`config.mk`:
```
export PLATFORM = sky130hd
export DESIGN_NAME = flash_poll_status
export DESIGN_NICKNAME = d
export VERILOG_FILES = /design/src/rtl/flash_poll_pkg.sv /design/src/rtl/fp_strobe.sv /design/src/rtl/fp_latch.sv /design/src/rtl/fp_toggle.sv /design/src/rtl/fp_status_mux.sv /design/src/rtl/flash_poll_status.sv
export SDC_FILE = /design/constraint.sdc
export NUM_CORES = 1
export LEC_CHECK = 0
export BUFFER_PORTS_ARGS = -buffer_cell sky130_fd_sc_hd__clkbuf_2
export CAP_MARGIN = 20
export CORE_ASPECT_RATIO = 0.7
export CORE_MARGIN = 2
export CORE_UTILIZATION = 45
export DETAILED_ROUTE_END_ITERATION = 10
export PLACE_DENSITY = 0.9
export RECOVER_POWER = 50
export SLEW_MARGIN = 40
export SYNTH_ARGS = -nofsm -noshare
export SYNTH_HDL_FRONTEND = slang
export SYNTH_SLANG_ARGS = --single-unit
export TNS_END_PERCENT = 100
```
`constraint.sdc`:
```
create_clock -name clk -period 3.12 [get_ports clk]
set_input_delay 0.156 -clock clk [delete_from_list [all_inputs] [get_ports clk]]
set_output_delay 0.156 -clock clk [all_outputs]
set_load 0.03 [all_outputs]
```
`src/rtl/flash_poll_pkg.sv`:
```
package flash_poll_pkg;

    typedef enum logic [2:0] {
        OP_READ    = 3'd0,
        OP_PROG    = 3'd1,
        OP_BUFPROG = 3'd2,
        OP_CHIPER  = 3'd3,
        OP_BLKER   = 3'd4,
        OP_SUSP    = 3'd5,
        OP_RSV6    = 3'd6,
        OP_RSV7    = 3'd7
    } op_e;

    typedef enum logic [1:0] {
        LT_NONE    = 2'd0,
        LT_PROGERR = 2'd1,
        LT_ABORT   = 2'd2,
        LT_ERASERR = 2'd3
    } latch_e;

    typedef struct packed {
        logic b7;
        logic b6;
        logic b5;
        logic b4;
        logic b3;
        logic b2;
        logic b1;
        logic b0;
    } stat_s;

    function automatic logic is_prog(op_e o);
        return (o == OP_PROG) || (o == OP_BUFPROG);
    endfunction

    function automatic logic is_erase(op_e o);
        return (o == OP_CHIPER) || (o == OP_BLKER);
    endfunction

endpackage

```
`src/rtl/fp_strobe.sv`:
```
module fp_strobe (
    input  logic clk,
    input  logic rst,
    input  logic oe_n_i,
    output logic rd_done_o
);
    logic oe_q;

    always_ff @(posedge clk) begin
        if (rst) oe_q <= 1'b1;
        else     oe_q <= oe_n_i;
    end

    assign rd_done_o = oe_n_i & ~oe_q;

    // a completed read is a single-cycle event
    p_done_single_r4: assert property (@(posedge clk) disable iff (rst)
        rd_done_o |=> !rd_done_o);
endmodule

```
`src/rtl/fp_latch.sv`:
```
module fp_latch
    import flash_poll_pkg::*;
#(
    parameter int NBLK = 8
) (
    input  logic            clk,
    input  logic            rst,
    input  op_e             op_i,
    input  logic            fault_i,
    input  logic            abort_i,
    input  logic            rd_reset_i,
    input  logic            d7_i,
    input  logic [NBLK-1:0] faulty_i,
    output latch_e          kind_o,
    output logic            d7_o,
    output logic [NBLK-1:0] fmask_o
);
    latch_e          kind_q;
    logic            d7_q;
    logic [NBLK-1:0] fmask_q;

    always_ff @(posedge clk) begin
        if (rst) begin
            kind_q  <= LT_NONE;
            d7_q    <= 1'b0;
            fmask_q <= '0;
        end else if (rd_reset_i) begin
            kind_q  <= LT_NONE;
        end else if (kind_q == LT_NONE) begin
            if (fault_i && is_prog(op_i)) begin
                kind_q <= LT_PROGERR;
                d7_q   <= d7_i;
            end else if (fault_i && is_erase(op_i)) begin
                kind_q  <= LT_ERASERR;
                fmask_q <= faulty_i;
            end else if (abort_i && op_i == OP_BUFPROG) begin
                kind_q <= LT_ABORT;
                d7_q   <= d7_i;
            end
        end
    end

    assign kind_o  = kind_q;
    assign d7_o    = d7_q;
    assign fmask_o = fmask_q;

    // a latched outcome survives until read/reset
    p_latch_hold_r11: assert property (@(posedge clk) disable iff (rst)
        (kind_q != LT_NONE && !rd_reset_i) |=> $stable(kind_q));
    // read/reset always clears
    p_latch_clear_r11: assert property (@(posedge clk) disable iff (rst)
        rd_reset_i |=> kind_q == LT_NONE);
endmodule

```
`src/rtl/fp_toggle.sv`:
```
module fp_toggle (
    input  logic clk,
    input  logic rst,
    input  logic rd_done_i,
    input  logic adv6_i,
    input  logic adv2_i,
    output logic t6_o,
    output logic t2_o
);
    logic t6_q, t2_q;

    always_ff @(posedge clk) begin
        if (rst) begin
            t6_q <= 1'b0;
            t2_q <= 1'b0;
        end else if (rd_done_i) begin
            if (adv6_i) t6_q <= ~t6_q;
            if (adv2_i) t2_q <= ~t2_q;
        end
    end

    assign t6_o = t6_q;
    assign t2_o = t2_q;

    // DQ6 steps exactly on a qualifying completed read
    p_t6_step_r4: assert property (@(posedge clk) disable iff (rst)
        (rd_done_i && adv6_i) |=> t6_q != $past(t6_q));
    p_t6_hold_r4: assert property (@(posedge clk) disable iff (rst)
        !(rd_done_i && adv6_i) |=> $stable(t6_q));
    // DQ2 holds unless a qualifying read completes
    p_t2_hold_r6: assert property (@(posedge clk) disable iff (rst)
        !(rd_done_i && adv2_i) |=> $stable(t2_q));
endmodule

```
`src/rtl/fp_status_mux.sv`:
```
module fp_status_mux
    import flash_poll_pkg::*;
(
    input  op_e        op_i,
    input  latch_e     kind_i,
    input  logic       blk_erasing_i,
    input  logic       blk_faulty_i,
    input  logic       t6_i,
    input  logic       t2_i,
    input  logic       d7_live_i,
    input  logic       d7_held_i,
    input  logic       timer_i,
    input  logic [7:0] array_i,
    output logic [7:0] dq_o,
    output logic       rb_oe_o,
    output logic       adv6_o,
    output logic       adv2_o
);
    stat_s st;
    logic  pass;

    always_comb begin
        st      = '0;
        pass    = 1'b0;
        rb_oe_o = 1'b0;
        adv6_o  = 1'b0;
        adv2_o  = 1'b0;
        if (kind_i != LT_NONE) begin
            rb_oe_o = 1'b1;
            adv6_o  = 1'b1;
            st.b6   = t6_i;
            case (kind_i)
                LT_PROGERR: begin
                    st.b7 = ~d7_held_i;
                    st.b5 = 1'b1;
                end
                LT_ABORT: begin
                    st.b7 = ~d7_held_i;
                    st.b1 = 1'b1;
                end
                default: begin
                    st.b5  = 1'b1;
                    st.b3  = 1'b1;
                    st.b2  = t2_i;
                    adv2_o = blk_faulty_i;
                end
            endcase
        end else begin
            case (op_i)
                OP_PROG, OP_BUFPROG: begin
                    st.b7   = ~d7_live_i;
                    st.b6   = t6_i;
                    rb_oe_o = 1'b1;
                    adv6_o  = 1'b1;
                end
                OP_CHIPER: begin
                    st.b6   = t6_i;
                    st.b3   = 1'b1;
                    st.b2   = t2_i;
                    rb_oe_o = 1'b1;
                    adv6_o  = 1'b1;
                    adv2_o  = 1'b1;
                end
                OP_BLKER: begin
                    st.b6   = t6_i;
                    st.b3   = timer_i;
                    st.b2   = t2_i;
                    rb_oe_o = 1'b1;
                    adv6_o  = 1'b1;
                    adv2_o  = blk_erasing_i;
                end
                OP_SUSP: begin
                    if (blk_erasing_i) begin
                        st.b7  = 1'b1;
                        st.b6  = t6_i;
                        st.b2  = t2_i;
                        adv2_o = 1'b1;
                    end else begin
                        pass = 1'b1;
                    end
                end
                default: pass = 1'b1;
            endcase
        end
        dq_o = pass ? array_i : st;
    end
endmodule

```
`src/rtl/flash_poll_status.sv`:
```
module flash_poll_status
    import flash_poll_pkg::*;
#(
    parameter int AW   = 16,
    parameter int NBLK = 8
) (
    input  logic            clk,
    input  logic            rst,
    input  logic [2:0]      op_i,
    input  logic [AW-1:0]   rd_addr_i,
    input  logic            oe_n_i,
    input  logic [NBLK-1:0] erasing_i,
    input  logic [NBLK-1:0] faulty_i,
    input  logic [7:0]      last_data_i,
    input  logic            timer_done_i,
    input  logic            fault_i,
    input  logic            abort_i,
    input  logic            rd_reset_i,
    input  logic [7:0]      array_i,
    output logic [7:0]      dq_o,
    output logic            rb_oe_o,
    output logic            rb_o
);
    localparam int BLK_W = (NBLK > 1) ? $clog2(NBLK) : 1;

    op_e             op;
    latch_e          kind;
    logic            d7_held;
    logic [NBLK-1:0] fmask;
    logic            rd_done, adv6, adv2, t6, t2;
    logic [BLK_W-1:0] blk;

    assign op  = op_e'(op_i);
    assign blk = rd_addr_i[AW-1 -: BLK_W];

    fp_strobe u_strobe (
        .clk(clk), .rst(rst), .oe_n_i(oe_n_i), .rd_done_o(rd_done)
    );

    fp_latch #(.NBLK(NBLK)) u_latch (
        .clk(clk), .rst(rst), .op_i(op), .fault_i(fault_i),
        .abort_i(abort_i), .rd_reset_i(rd_reset_i),
        .d7_i(last_data_i[7]), .faulty_i(faulty_i),
        .kind_o(kind), .d7_o(d7_held), .fmask_o(fmask)
    );

    fp_toggle u_toggle (
        .clk(clk), .rst(rst), .rd_done_i(rd_done),
        .adv6_i(adv6), .adv2_i(adv2), .t6_o(t6), .t2_o(t2)
    );

    fp_status_mux u_mux (
        .op_i(op), .kind_i(kind),
        .blk_erasing_i(erasing_i[blk]), .blk_faulty_i(fmask[blk]),
        .t6_i(t6), .t2_i(t2), .d7_live_i(last_data_i[7]),
        .d7_held_i(d7_held), .timer_i(timer_done_i), .array_i(array_i),
        .dq_o(dq_o), .rb_oe_o(rb_oe_o), .adv6_o(adv6), .adv2_o(adv2)
    );

    assign rb_o = 1'b0;

    // a failure bit on the bus keeps ready/busy pulled low
    p_fail_busy_r8: assert property (@(posedge clk) disable iff (rst)
        (kind == LT_PROGERR) |-> (dq_o[5] && rb_oe_o));
    // erase suspend releases ready/busy
    p_susp_release_r7: assert property (@(posedge clk) disable iff (rst)
        (op == OP_SUSP && kind == LT_NONE) |-> !rb_oe_o);
    // read mode passes array data
    p_read_pass_r2: assert property (@(posedge clk) disable iff (rst)
        (op == OP_READ && kind == LT_NONE) |-> (dq_o == array_i && !rb_oe_o));
endmodule

```
==> out/results.txt <==
Syn_area_per_cell: 8.979 µm²
CP bufs+invs: 2
Initial Utilization: 48.80%
Worst vdd ir: 0.0002696 V
TritonCTS clock tree: done
Slew @ Worst Pin: 0.9730 ns
Fill cell count: 201
CP top delay family: simple AND/OR/NAND/NOR gates
Initial detailed-routing violation count: 11
Die area: 2786 µm²
Final WL: 2482 µm
Global placement routability congestion: 0.8985
Skew-Pair Late Insertion Delay: 0.28 ns
Die H: 44.77 µm
Endpoints failing setup: 0
Largest net degree at the start of global routing: 15
GRT overflow: 0
DR DRC count: 0
Post-Layout Cell Count: 196
Leakage: 0.0006053 µW
Setup Total Neg Slack: 0 ns
Via density per instance: 5.138
Slew margin rel.: 35.14%
Antenna-violating nets left: 0
Crit-path max FO: 13
Dpl cells: 192
IO Count: 68
Max Slew Vio Count: 0
Initial antenna violation count: 0
Combinational share of power: 33.3%
Final nets: 226
Cell count after synthesis: 119
Root Buffer: clkbuf_4
Pwr per Cell Area: 359.4 nW/µm²
DP Wirelength: 2035 µm
GRT Total Usage: 19.22%
Flops & latches, synth: 14
Asr flop ratio synth: 0%
Vias in the first global route: 966
CTS sink cnt: 14
Vias: 1007
Post-Syn Area: 1069 µm²
Number of max-cap violations: 0
WP data arrival: 2.13 ns
Worst-path cell chain: inv_1 -> ha_1 -> nand2b_1 -> nor2_4 -> mux2_4 -> clkbuf_2
Sw Share: 32.39%
Row count: 14
Worst-path clk slew: 0.08 ns
# H-tree levels: 1
Sw Pwr: 152.8 µW
Int Power: 318.9 µW
Die W: 62.24 µm
Setup repair bufs after CTS: 0
First-pass GRT wire length: 4174 µm
Hold crit path type: input pin to flip-flop
Hold buffer count at CTS: 0
Ant diodes: 0
Most frequent cells in the layout: clkbuf_2, nor2_1, mux2i_1, dfxtp_1, nand2_1
CP Class: flip-flop to output port
Clock power frac: 27.2%
Total CTS buffers: 3
Syn-to-layout area delta: 22.83%
FMAX: 438.1 MHz
Syn nets: 180
Final hold viol count: 0
EDFF count, synth: 0
Floorplan core area: 2190 µm²
Final worst path period share: 73.16%
Synth cell types: 42
Yosys warns: 0
Share of layout cells above drive strength 1: 35.37%
Post_cts resized: 0
PortBufs: 46
Unrepaired setup endpoints after global routing: false
WL per Instance: 12.66 µm
Most common cell after layout, fill and taps aside: clkbuf_2
CP Launch Type: flip-flop
Worst EP required: 2.96 ns
CP max stage cell: ha_1
Clk buf depth: 2
Min cycle time layout: 2.283 ns
Clock Skew: 0.001826 ns
Status: finished clean
Seq/Total Area, Yosys: 26.23%
Synth Flop Type: dfxtp_1
Reg power frac: 39.5%
CP endpoint kind: output port
Slowest stage delay, CP: 0.43 ns
DR pass1 iterations: 4
## worst paths after layout
kind / startpoint / to / slack, ns / cells past startpoint
setup / recovery: u_latch.kind_o[0] / dq_o[6] / 0.84 / 6
setup reg to reg: u_latch.kind_o[0] / u_latch.fmask_o[7] / 0.93 / 6
hold reg to reg: u_latch.fmask_o[1] / u_latch.fmask_o[1] / 0.49 / 2
hold / removal: oe_n_i / u_strobe.oe_q / 0.07 / 2
## synth_stat cells (2+ instances only)
master     n  area [µm²]
nor2_1    21       78.83
dfxtp_1   14       280.3
mux2i_1   14       140.1
nand2_1    8       30.03
nand3_1    4       20.02
nor2b_1    4       25.02
a21oi_1    3       15.01
and2_1     3       18.77
ha_1       3       37.54
inv_1      3       11.26
xnor2_1    3       26.28
buf_6      2       22.52
clkbuf_1   2       7.510
mux2_4     2       30.03
mux4_1     2       52.55
nand2b_1   2       12.51
nand2b_4   2       27.53
nor3_1     2       10.01
nor4b_1    2       17.52
## cells by family (layout without fill, tap and decap cells)
logic type	after synthesis	count (layout)	share of synthesized area, %
xor+xnor	4	4	3.279
other cells	1	1	0.3510
mux	19	19	21.90
flops	14	14	26.23
buf+inv	8	53	4.567
simple gates	55	55	27.87
fa+ha+maj	3	3	3.513
compound gates	15	15	12.30
## metrics by stage
stage	hold WS (ns)	total power, µW	setup WS (ns)	util [%]	area, µm²
floorplan	0.2249	300.7	1.189	-	1069
global placement	0.3549	346.8	1.270	59.43	1301
detailed placement	0.3631	351.5	1.144	59.43	1301
CTS	0.06926	480.0	0.8279	61.09	1338
global route	0.06748	498.4	0.6969	59.94	1313
finish	0.07400	471.7	0.8375	59.94	1313
## metal layers
metal,up-vias,part of all wire (%),track usage [%]
met5,-,0,0
met4,0,2.1,9.778
met3,7,6.7,5.736
met2,36,46,33.04
met1,450,45,22.69
li1,514,-,-
## cell type report
| cell class | instances | area, µm² | share of cell area, % |
|---|---|---|---|
| flip-flops and latches | 14 | 280.3 | 21.35 |
| well taps | 32 | 40.04 | 3.051 |
| multi-input cells | 97 | 716.9 | 54.62 |
| clock buffers | 4 | 36.28 | 2.765 |
| inverters | 3 | 11.26 | 0.8580 |
| repair buffers | 46 | 227.7 | 17.35 |
## state kept, by name (all words and copies together) (netlist names)
| name | cells |
|---|---|
| u_toggle.t2_o | 1 |
| u_latch.d7_o | 1 |
| u_latch.fmask_o | 8 |
| u_latch.kind_o | 2 |
| u_strobe.oe_q | 1 |
| u_toggle.t6_o | 1 |
## power by group through the flow
| stage | clock (µW) | combinational [µW] | sequential, µW |
|---|---|---|---|
| 5_1_grt | 141 | 170 | 187 |
| 3_3_place_gp | 0 | 157 | 190 |
| 3_5_place_dp | 0 | 161 | 191 |
| 6_report | 128 | 157 | 186 |
| 2_1_floorplan | 0 | 111 | 190 |
| 4_1_cts | 132 | 162 | 186 |
(Power assumes the default switching activity.)
